## src/rtl/mbist_pkg.sv

```systemverilog
package mbist_pkg;

  typedef enum logic [3:0] {
    PH_IDLE   = 4'd0,
    PH_BUS_WA = 4'd1,
    PH_BUS_RA = 4'd2,
    PH_BUS_WB = 4'd3,
    PH_BUS_RB = 4'd4,
    PH_DAT_W  = 4'd5,
    PH_DAT_R  = 4'd6,
    PH_ADR_W  = 4'd7,
    PH_ADR_R  = 4'd8,
    PH_DONE   = 4'd9
  } phase_e;

  localparam logic [31:0] PAT_ODD  = 32'hAAAA_AAAA;
  localparam logic [31:0] PAT_EVEN = 32'h5555_5555;

  function automatic logic ph_active(phase_e p);
    return (p != PH_IDLE) && (p != PH_DONE);
  endfunction

  function automatic logic ph_write(phase_e p);
    return (p == PH_BUS_WA) || (p == PH_BUS_WB) || (p == PH_DAT_W) || (p == PH_ADR_W);
  endfunction

  function automatic logic ph_read(phase_e p);
    return (p == PH_BUS_RA) || (p == PH_BUS_RB) || (p == PH_DAT_R) || (p == PH_ADR_R);
  endfunction

  function automatic logic ph_bus(phase_e p);
    return (p == PH_BUS_WA) || (p == PH_BUS_RA) || (p == PH_BUS_WB) || (p == PH_BUS_RB);
  endfunction

  function automatic logic ph_dat(phase_e p);
    return (p == PH_DAT_W) || (p == PH_DAT_R);
  endfunction

  function automatic logic ph_adr(phase_e p);
    return (p == PH_ADR_W) || (p == PH_ADR_R);
  endfunction

endpackage

```

## src/rtl/mbist_lcg.sv

```systemverilog
module mbist_lcg #(
  parameter int          W      = 32,
  parameter bit          RANDOM = 1'b1,
  parameter int unsigned MUL    = 32'd1664525,
  parameter int unsigned INC    = 32'd1013904223
) (
  input  logic         clk,
  input  logic         rst_n,
  input  logic         clr,
  input  logic         step,
  output logic [W-1:0] value
);

  localparam logic [W-1:0] MUL_W = W'(MUL);
  localparam logic [W-1:0] INC_W = W'(INC);

  logic [W-1:0] seed;
  logic [W-1:0] nxt;

  generate
    if (RANDOM) begin : g_lcg
      assign nxt = MUL_W * seed + INC_W;
    end else begin : g_incr
      assign nxt = seed + W'(1);
    end
  endgenerate

  always_ff @(posedge clk) begin
    if (!rst_n)    seed <= '0;
    else if (clr)  seed <= '0;
    else if (step) seed <= nxt;
  end

  assign value = nxt;


  lcg_hold_chk: assert property (@(posedge clk) disable iff (!rst_n)
    (!clr && !step) |=> $stable(value));

endmodule

```

## src/rtl/mbist_errcnt.sv

```systemverilog
module mbist_errcnt #(
  parameter int W = 8
) (
  input  logic         clk,
  input  logic         rst_n,
  input  logic         clr,
  input  logic         inc,
  output logic [W-1:0] count
);

  always_ff @(posedge clk) begin
    if (!rst_n)                      count <= '0;
    else if (clr)                    count <= '0;
    else if (inc && (count != '1))   count <= count + W'(1);
  end


  cnt_step_chk: assert property (@(posedge clk) disable iff (!rst_n)
    (inc && !clr && (count != '1)) |=> (count == $past(count) + W'(1)));


  cnt_clear_chk: assert property (@(posedge clk) disable iff (!rst_n)
    clr |=> (count == '0));

endmodule

```

## src/rtl/mbist_ctrl.sv

```systemverilog
module mbist_ctrl
  import mbist_pkg::*;
#(
  parameter int BUS_WORDS  = 128,
  parameter int DATA_WORDS = 524288,
  parameter int ADDR_ITERS = 8192,
  parameter int IW         = 20
) (
  input  logic          clk,
  input  logic          rst_n,
  input  logic          start,
  input  logic          hs,
  output phase_e        phase,
  output logic [IW-1:0] idx,
  output logic          last,
  output logic          launch
);

  logic          active;
  logic [IW-1:0] len_m1;

  assign active = ph_active(phase);
  assign launch = start && !active;

  always_comb begin
    if (ph_bus(phase))      len_m1 = IW'(BUS_WORDS - 1);
    else if (ph_dat(phase)) len_m1 = IW'(DATA_WORDS - 1);
    else if (ph_adr(phase)) len_m1 = IW'(ADDR_ITERS - 1);
    else                    len_m1 = '0;
  end

  assign last = (idx == len_m1);

  always_ff @(posedge clk) begin
    if (!rst_n) begin
      phase <= PH_IDLE;
      idx   <= '0;
    end else if (launch) begin
      phase <= PH_BUS_WA;
      idx   <= '0;
    end else if (hs) begin
      if (last) begin
        phase <= phase_e'(phase + 4'd1);
        idx   <= '0;
      end else begin
        idx   <= idx + IW'(1);
      end
    end
  end


  stall_hold_chk: assert property (@(posedge clk) disable iff (!rst_n)
    (active && !hs) |=> ($stable(phase) && $stable(idx)));


  busy_start_chk: assert property (@(posedge clk) disable iff (!rst_n)
    (active && !(hs && last)) |=> (phase == $past(phase)));


  idx_range_chk: assert property (@(posedge clk) disable iff (!rst_n)
    active |-> (idx <= len_m1));

endmodule

```

## src/rtl/mbist_seq.sv

```systemverilog
module mbist_seq
  import mbist_pkg::*;
#(
  parameter int            AW          = 32,
  parameter logic [AW-1:0] BASE_ADDR   = '0,
  parameter int            BUS_WORDS   = 128,
  parameter int            DATA_WORDS  = 524288,
  parameter int            ADDR_ITERS  = 8192,
  parameter bit            DATA_RANDOM = 1'b1,
  parameter bit            ADDR_RANDOM = 1'b0,
  localparam int           EBW = $clog2(2*BUS_WORDS + 1),
  localparam int           EDW = $clog2(DATA_WORDS + 1),
  localparam int           EAW = $clog2(ADDR_ITERS + 1)
) (
  input  logic           clk,
  input  logic           rst_n,
  input  logic           start,
  output logic           mem_req_valid,
  input  logic           mem_req_ready,
  output logic           mem_req_write,
  output logic [AW-1:0]  mem_req_addr,
  output logic [31:0]    mem_req_wdata,
  input  logic [31:0]    mem_rdata,
  output logic           done,
  output logic           pass_ok,
  output logic [EBW-1:0] err_bus,
  output logic [EDW-1:0] err_data,
  output logic [EAW-1:0] err_addr
);

  localparam int MAX_AB = (BUS_WORDS > ADDR_ITERS) ? BUS_WORDS : ADDR_ITERS;
  localparam int MAXN   = (MAX_AB > DATA_WORDS) ? MAX_AB : DATA_WORDS;
  localparam int IW     = $clog2(MAXN + 1);

  phase_e        phase;
  logic [IW-1:0] idx;
  logic          last;
  logic          launch;
  logic          hs;
  logic [31:0]   gen32;
  logic [15:0]   gen16;
  logic [AW-1:0] offset;
  logic [31:0]   word;
  logic          mismatch;
  logic          rd_hs;

  assign hs    = mem_req_valid && mem_req_ready;
  assign rd_hs = hs && ph_read(phase);

  mbist_ctrl #(
    .BUS_WORDS  (BUS_WORDS),
    .DATA_WORDS (DATA_WORDS),
    .ADDR_ITERS (ADDR_ITERS),
    .IW         (IW)
  ) u_ctrl (
    .clk    (clk),
    .rst_n  (rst_n),
    .start  (start),
    .hs     (hs),
    .phase  (phase),
    .idx    (idx),
    .last   (last),
    .launch (launch)
  );

  mbist_lcg #(
    .W (32), .RANDOM (DATA_RANDOM), .MUL (32'd1664525), .INC (32'd1013904223)
  ) u_gen_data (
    .clk   (clk),
    .rst_n (rst_n),
    .clr   (launch || (hs && last)),
    .step  (hs && ph_dat(phase)),
    .value (gen32)
  );

  mbist_lcg #(
    .W (16), .RANDOM (ADDR_RANDOM), .MUL (32'd25173), .INC (32'd13849)
  ) u_gen_addr (
    .clk   (clk),
    .rst_n (rst_n),
    .clr   (launch || (hs && last)),
    .step  (hs && ph_adr(phase)),
    .value (gen16)
  );

  always_comb begin
    offset = AW'(idx);
    word   = gen32;
    if (ph_bus(phase)) begin
      word = ((phase == PH_BUS_WA) || (phase == PH_BUS_RA)) ? PAT_ODD : PAT_EVEN;
    end else if (ph_adr(phase)) begin
      offset = AW'(gen16);
      word   = 32'(idx);
    end
  end

  assign mismatch = ph_adr(phase) ? (mem_rdata[15:0] != 16'(idx)) : (mem_rdata != word);

  assign mem_req_valid = ph_active(phase);
  assign mem_req_write = ph_write(phase);
  assign mem_req_addr  = BASE_ADDR + offset;
  assign mem_req_wdata = word;

  mbist_errcnt #(.W (EBW)) u_cnt_bus (
    .clk (clk), .rst_n (rst_n), .clr (launch),
    .inc (rd_hs && ph_bus(phase) && mismatch), .count (err_bus)
  );

  mbist_errcnt #(.W (EDW)) u_cnt_data (
    .clk (clk), .rst_n (rst_n), .clr (launch),
    .inc (rd_hs && ph_dat(phase) && mismatch), .count (err_data)
  );

  mbist_errcnt #(.W (EAW)) u_cnt_addr (
    .clk (clk), .rst_n (rst_n), .clr (launch),
    .inc (rd_hs && ph_adr(phase) && mismatch), .count (err_addr)
  );

  assign done    = (phase == PH_DONE);
  assign pass_ok = done && (err_bus == '0) && (err_data == '0) && (err_addr == '0);


  req_stable_chk: assert property (@(posedge clk) disable iff (!rst_n)
    (mem_req_valid && !mem_req_ready) |=>
      (mem_req_valid && $stable(mem_req_write) && $stable(mem_req_addr) && $stable(mem_req_wdata)));


  done_quiet_chk: assert property (@(posedge clk) disable iff (!rst_n)
    done |-> !mem_req_valid);


  bus_cnt_src_chk: assert property (@(posedge clk) disable iff (!rst_n)
    !$stable(err_bus) |-> $past(launch || (rd_hs && ph_bus(phase))));


  addr_cnt_src_chk: assert property (@(posedge clk) disable iff (!rst_n)
    !$stable(err_addr) |-> $past(launch || (rd_hs && ph_adr(phase))));

endmodule

```

## config.mk

```make
export PLATFORM = sky130hd
export DESIGN_NAME = mbist_seq
export DESIGN_NICKNAME = d
export VERILOG_FILES = /design/src/rtl/mbist_pkg.sv /design/src/rtl/mbist_lcg.sv /design/src/rtl/mbist_errcnt.sv /design/src/rtl/mbist_ctrl.sv /design/src/rtl/mbist_seq.sv
export SDC_FILE = /design/constraint.sdc
export NUM_CORES = 1
export LEC_CHECK = 0
export BUFFER_PORTS_ARGS = -buffer_cell sky130_fd_sc_hd__buf_2
export CORE_MARGIN = 10
export CORE_UTILIZATION = 55
export CTS_CLUSTER_DIAMETER = 60
export DETAILED_ROUTE_END_ITERATION = 10
export GPL_ROUTABILITY_DRIVEN = 0
export GPL_TIMING_DRIVEN = 1
export PLACE_DENSITY_LB_ADDON = 0.25
export SETUP_SLACK_MARGIN = 0.3
export SYNTH_ARGS = -nofsm -noshare
export SYNTH_HDL_FRONTEND = slang
export SYNTH_HIERARCHICAL = 1
export SYNTH_SLANG_ARGS = --single-unit
export TNS_END_PERCENT = 20
```

## constraint.sdc

```tcl
create_clock -name clk -period 24.9 [get_ports clk]
set_input_delay 4.98 -clock clk [delete_from_list [all_inputs] [get_ports clk]]
set_output_delay 4.98 -clock clk [all_outputs]
set_load 0.005 [all_outputs]
```

Word-level counts from Yosys, hierarchy flattened
Index checks and enable logic that the tools add are counted.

Register bits after elaboration: 115. Bits of input ports: 36.

Add/subtract/negate cells: 7. Multiply operators: 1. Equality and inequality tests: 16. Mux-type cells: 13. Bitwise logic cells: 1. Reduce and logical (&&, ||, !) cells: 42.

Operators with widths (number): two-way mux 20 bit (5); two-way mux 32 bit (3); adder 20 x 1 -> 20 bit (second input constant) (2); adder 32 x 30 -> 32 bit (second input constant) (1); multiplier 21 x 32 -> 32 bit (first input constant) (1); inequality test 32 bit (1); == test 20 bit (1); zero test 20 bit (1); inequality test 20 bit (second input constant) (1); logical AND 1 bit (19); adder 16 x 1 -> 16 bit (second input constant) (1); == test 4 x 3 -> 1 bit (second input constant) (4); inequality test 16 bit (1); adder 14 x 1 -> 14 bit (second input constant) (1); zero test 14 bit (1); inequality test 14 bit (second input constant) (1); two-way mux 13 bit (1); logical OR 1 bit (12); adder 9 x 1 -> 9 bit (second input constant) (1); zero test 9 bit (1); inequality test 9 bit (second input constant) (1); == test 4 x 2 -> 1 bit (second input constant) (2); == test 4 bit (second input constant) (2); adder 4 x 1 -> 4 bit (second input constant) (1); 9 further kinds (15).

Logic depth before layout (Yosys ltp)
Depth in word-level cells: 9. Depth in mapped cells: 38.

Modules after synthesis
Netlist, hierarchy kept.

Modules (own cells, without submodules): mbist_lcg at u_gen_data (instances 1, cells each 892, area each 8390.5 um^2); mbist_seq (instances 1, cells each 499, area each 3194.3 um^2); mbist_ctrl (instances 1, cells each 148, area each 1282.5 um^2); mbist_errcnt at u_cnt_data (instances 1, cells each 116, area each 969.7 um^2); mbist_lcg at u_gen_addr (instances 1, cells each 120, area each 938.4 um^2); mbist_errcnt at u_cnt_addr (instances 1, cells each 83, area each 729.4 um^2); mbist_errcnt at u_cnt_bus (instances 1, cells each 46, area each 415.4 um^2).

Worst setup path before layout
OpenSTA, ideal clock, no wires.

Path kind: register -> output. Start point: reg u_gen_data.seed[1]. End point: out mem_req_wdata[28]. Arrival time: 6.571 ns. Slack: 13.349 ns. Stages on the path, launching flop included: 25. Buffers on the path: 0. Path through: dfxtp_1 inv_1 ha_1 xnor2_1 ha_1 fa_1 inv_1 fa_1 inv_1 fa_1 fa_1 inv_1 fa_1 inv_1 ha_1 a21o_1 a21o_1 a21oi_1 o21ai_0 a311oi_1 nor2_1 xor2_1 inv_1 maj3_1 o211ai_1.

Word-level cells in the longest chain between the ends: 4.

Ends and longest elaborated chain: from (decl) (line mbist_lcg.sv:17) `logic [W-1:0] seed;`; from (signal assigned) (line mbist_lcg.sv:31) `else if (step) seed <= nxt;`; multiplier 21 x 32 -> 32 bit (line mbist_lcg.sv:22) `assign nxt = MUL_W * seed + INC_W;`; adder 32 x 30 -> 32 bit (line mbist_lcg.sv:22); via gen32[28] (line mbist_seq.sv:40) `logic [31:0] gen32;`; two-way mux 32 bit (line mbist_seq.sv:91) `end else if (ph_adr(phase)) begin`; two-way mux 32 bit (line mbist_seq.sv:89) `if (ph_bus(phase)) begin`; to (decl) (line mbist_seq.sv:22) `output logic [31:0] mem_req_wdata,`.

The timed path passes the listed nets, and every way through them passes these cells.

Worst setup path in the final report
Start point: reg u_gen_data.seed[1]. End point: out mem_req_wdata[25].

The elaborated chain is that of the path after synthesis.

==> out/results.tsv <==
metric	value	unit
total_leakage_power	8.30	nW
grt_pass1_wl	76800	um
gr-total-overflow	0	
n_antenna_cell	0	
syn_area_per_cell	8.36	um^2
port_buffers	134	
ys.flop_type	dfxtp_1	
crit_fanout	11	
drtPass1Iterations	6	
finClkSkew	0.0117	ns
setup_viol	0	
worst_setup_path_start_kind	register	
cts_root_buf	clkbuf_16	
grt_max_degree	75	
critPathCaptureType	output pin	
fin_nets	2341	
period_minus_slack	12.87	ns
ys_seq_area_share	14.5	%
rsz0062_at_grt	no	
ys_ff_latch	115	
path_clk_slew	0.06	ns
antenna_found_initial	2	
tritoncts	built	
crit_required	19.92	ns
peakVddDrop	0.0479	mV
cts_buffers	17	
avgRoutedWirePerCell	20.2	um
synth-edff-count	0	
yosysTopAreaCell	fa_1	
rows	62	
die_h	190	um
hpwl	38800	um
maxSlewHeadroom	18.9	%
drt-initial-drc-count	1226	
dieArea	36200	um^2
clock_sinks	115	
clock_latency	0.43	ns
synth_area	15900	um^2
fmax	77.7	MHz
grt_use_total	26.4	%
cp.arrival	7.89	ns
final_antenna_net_count	0	
placed_area	16800	um^2
syn_to_final_growth	9.35	%
final_area	17400	um^2
ys_types	115	
io_pins	147	
slew_viol_final	0	
cts_hold_buf	0	
vias_per_cell	6.03	
die_w	190	um
setup_tns	0	ns
post_cts.repair.setup_buffers	0	
post-place-ws	12.57	ns
power.density	30.2	nW/um^2
drive_gt1_share	12.1	%
synthTopCellsByArea	fa_1, dfxtp_1, ha_1	
drc	0	
clock_path_buffers	2	
vias	14432	
worst-setup-path-type	register to output pin	
worst_pin_slew	1.21	ns
hold_path_class	register to register	
hold_viol	0	
synth_warnings	6	
cap_violations	0	
initial_core_util	55.6	%
netlist_instances	1904	
period_share	51.7	%
h-tree-depth	4	
status	completed	
setup_ws	12.03	ns
synth_top_cell_area_share	17.2	%
totalWireLength	48300	um
grt_pass1_vias	14124	
ys_async_sr_fraction	0	%
design.core.area	28600	um^2
cts-resized-gates	0	
-- logic make-up after synthesis --
| kind of cell | synth area share [%] |
|---|---|
| and+or+nand+nor | 19.7 |
| buffers and inverters | 9.62 |
| adders and majority gates | 31.6 |
| AOI/OAI and AO/OA | 14.6 |
| xor gates and xnor gates | 7.70 |
| DFF | 14.5 |
| muxes | 2.33 |
| other | 0.0236 |
-- path summary, 6_finish.rpt --
path	start	to	slack (ns)	cells past startpoint
hold / removal	u_cnt_bus/count[7]	u_cnt_bus/count[7]	0.52	2
setup / recovery	u_gen_data/seed[1]	mem_req_wdata[25]	12.03	23
hold reg to reg	u_cnt_bus/count[7]	u_cnt_bus/count[7]	0.52	2
setup reg to reg	u_gen_data/seed[1]	u_cnt_data/count[19]	14.74	32
-- cells in the mapped netlist, types with 27 or more instances --
cell type and count:
nand2_1 144, nor2_1 122, dfxtp_1 115, nand4_1 35, o21ai_0 55, nand3_1 42
mux2i_1 30, ha_1 170, nor4_1 32, fa_1 137, a21oi_1 69, inv_1 304
buf_2 27, xor2_1 71, clkbuf_1 33, nor3_1 34, xnor2_1 69
-- where the power goes --
group	switching, W	internal [W]	total, W	leakage [nW]
combinational	0.0000533	0.0000275	0.0000809	7.08
clock	0.0000975	0.000163	0.000260	0.289
sequential	0.000000814	0.000185	0.000185	0.928
-- critical path, cell delays in order, from the launching register on --
cell and delay (ns):
dfxtp_1 0.58, inv_1 0.22, ha_1 0.52, xor2_1 0.38, xor2_1 0.19, fa_1 0.56, inv_1 0.06, fa_1 0.50
fa_1 0.52, fa_1 0.54, inv_1 0.05, fa_1 0.54, inv_1 0.05, ha_1 0.35, a21o_1 0.20, nand2_1 0.07
o311ai_2 0.11, a31o_1 0.27, a31oi_1 0.26, and2b_1 0.18, xnor2_1 0.21, o21ai_0 0.18, a221oi_1 0.66, buf_2 0.25
-- metal layers --
metal  up-vias  routed length (um)  track usage, %
li1       6706                   -               -
met1      6905               19900            34.1
met2       656               22200            42.1
met3       161                4120            5.49
met4         4                2060            11.1
met5         -                  19               0
-- state kept, by name, summed over array words and instances, names as in the netlist --
signal and flops:
u_ctrl/phase 4, u_gen_addr/seed 16, u_ctrl/idx 20, u_cnt_data/count 20, u_cnt_addr/count 14, u_cnt_bus/count 9
u_gen_data/seed 32
-- layout make-up --
type                       count  area, um^2
multi-input combinational   1416       12100
clock buffer                  20         457
inverter                     305        1140
tap                          384         480
timing repair buffer         143         738
fill                        2555       11200
clock inverter                12         153
sequential                   115        2310
-- through the flow --
step / hold WS [ns] / power [W] / cells / util [%]
detailed placement: 0.513 / 0.000267 / 2363 / 58.7
global placement: 0.499 / 0.000266 / 2363 / 58.7
finish: 0.523 / 0.000526 / 2395 / 60.8
CTS: 0.518 / 0.000528 / 2395 / 60.8
floorplan: 0.493 / 0.000239 / 1915 / -
global route: 0.544 / 0.000541 / 2395 / 60.8
-- cell usage in the layout (no fill, tap or decap), types with 35 or more instances in the layout --
cell       n
ha_1     170
a21oi_1   69
xnor2_1   69
nor2_1   122
fa_1     137
xor2_1    71
inv_1    304
nand2_1  144
dfxtp_1  111
buf_2    134
nand4_1   35
o21ai_0   55
nand3_1   42
Note: power is estimated with default switching activity, not from simulation.
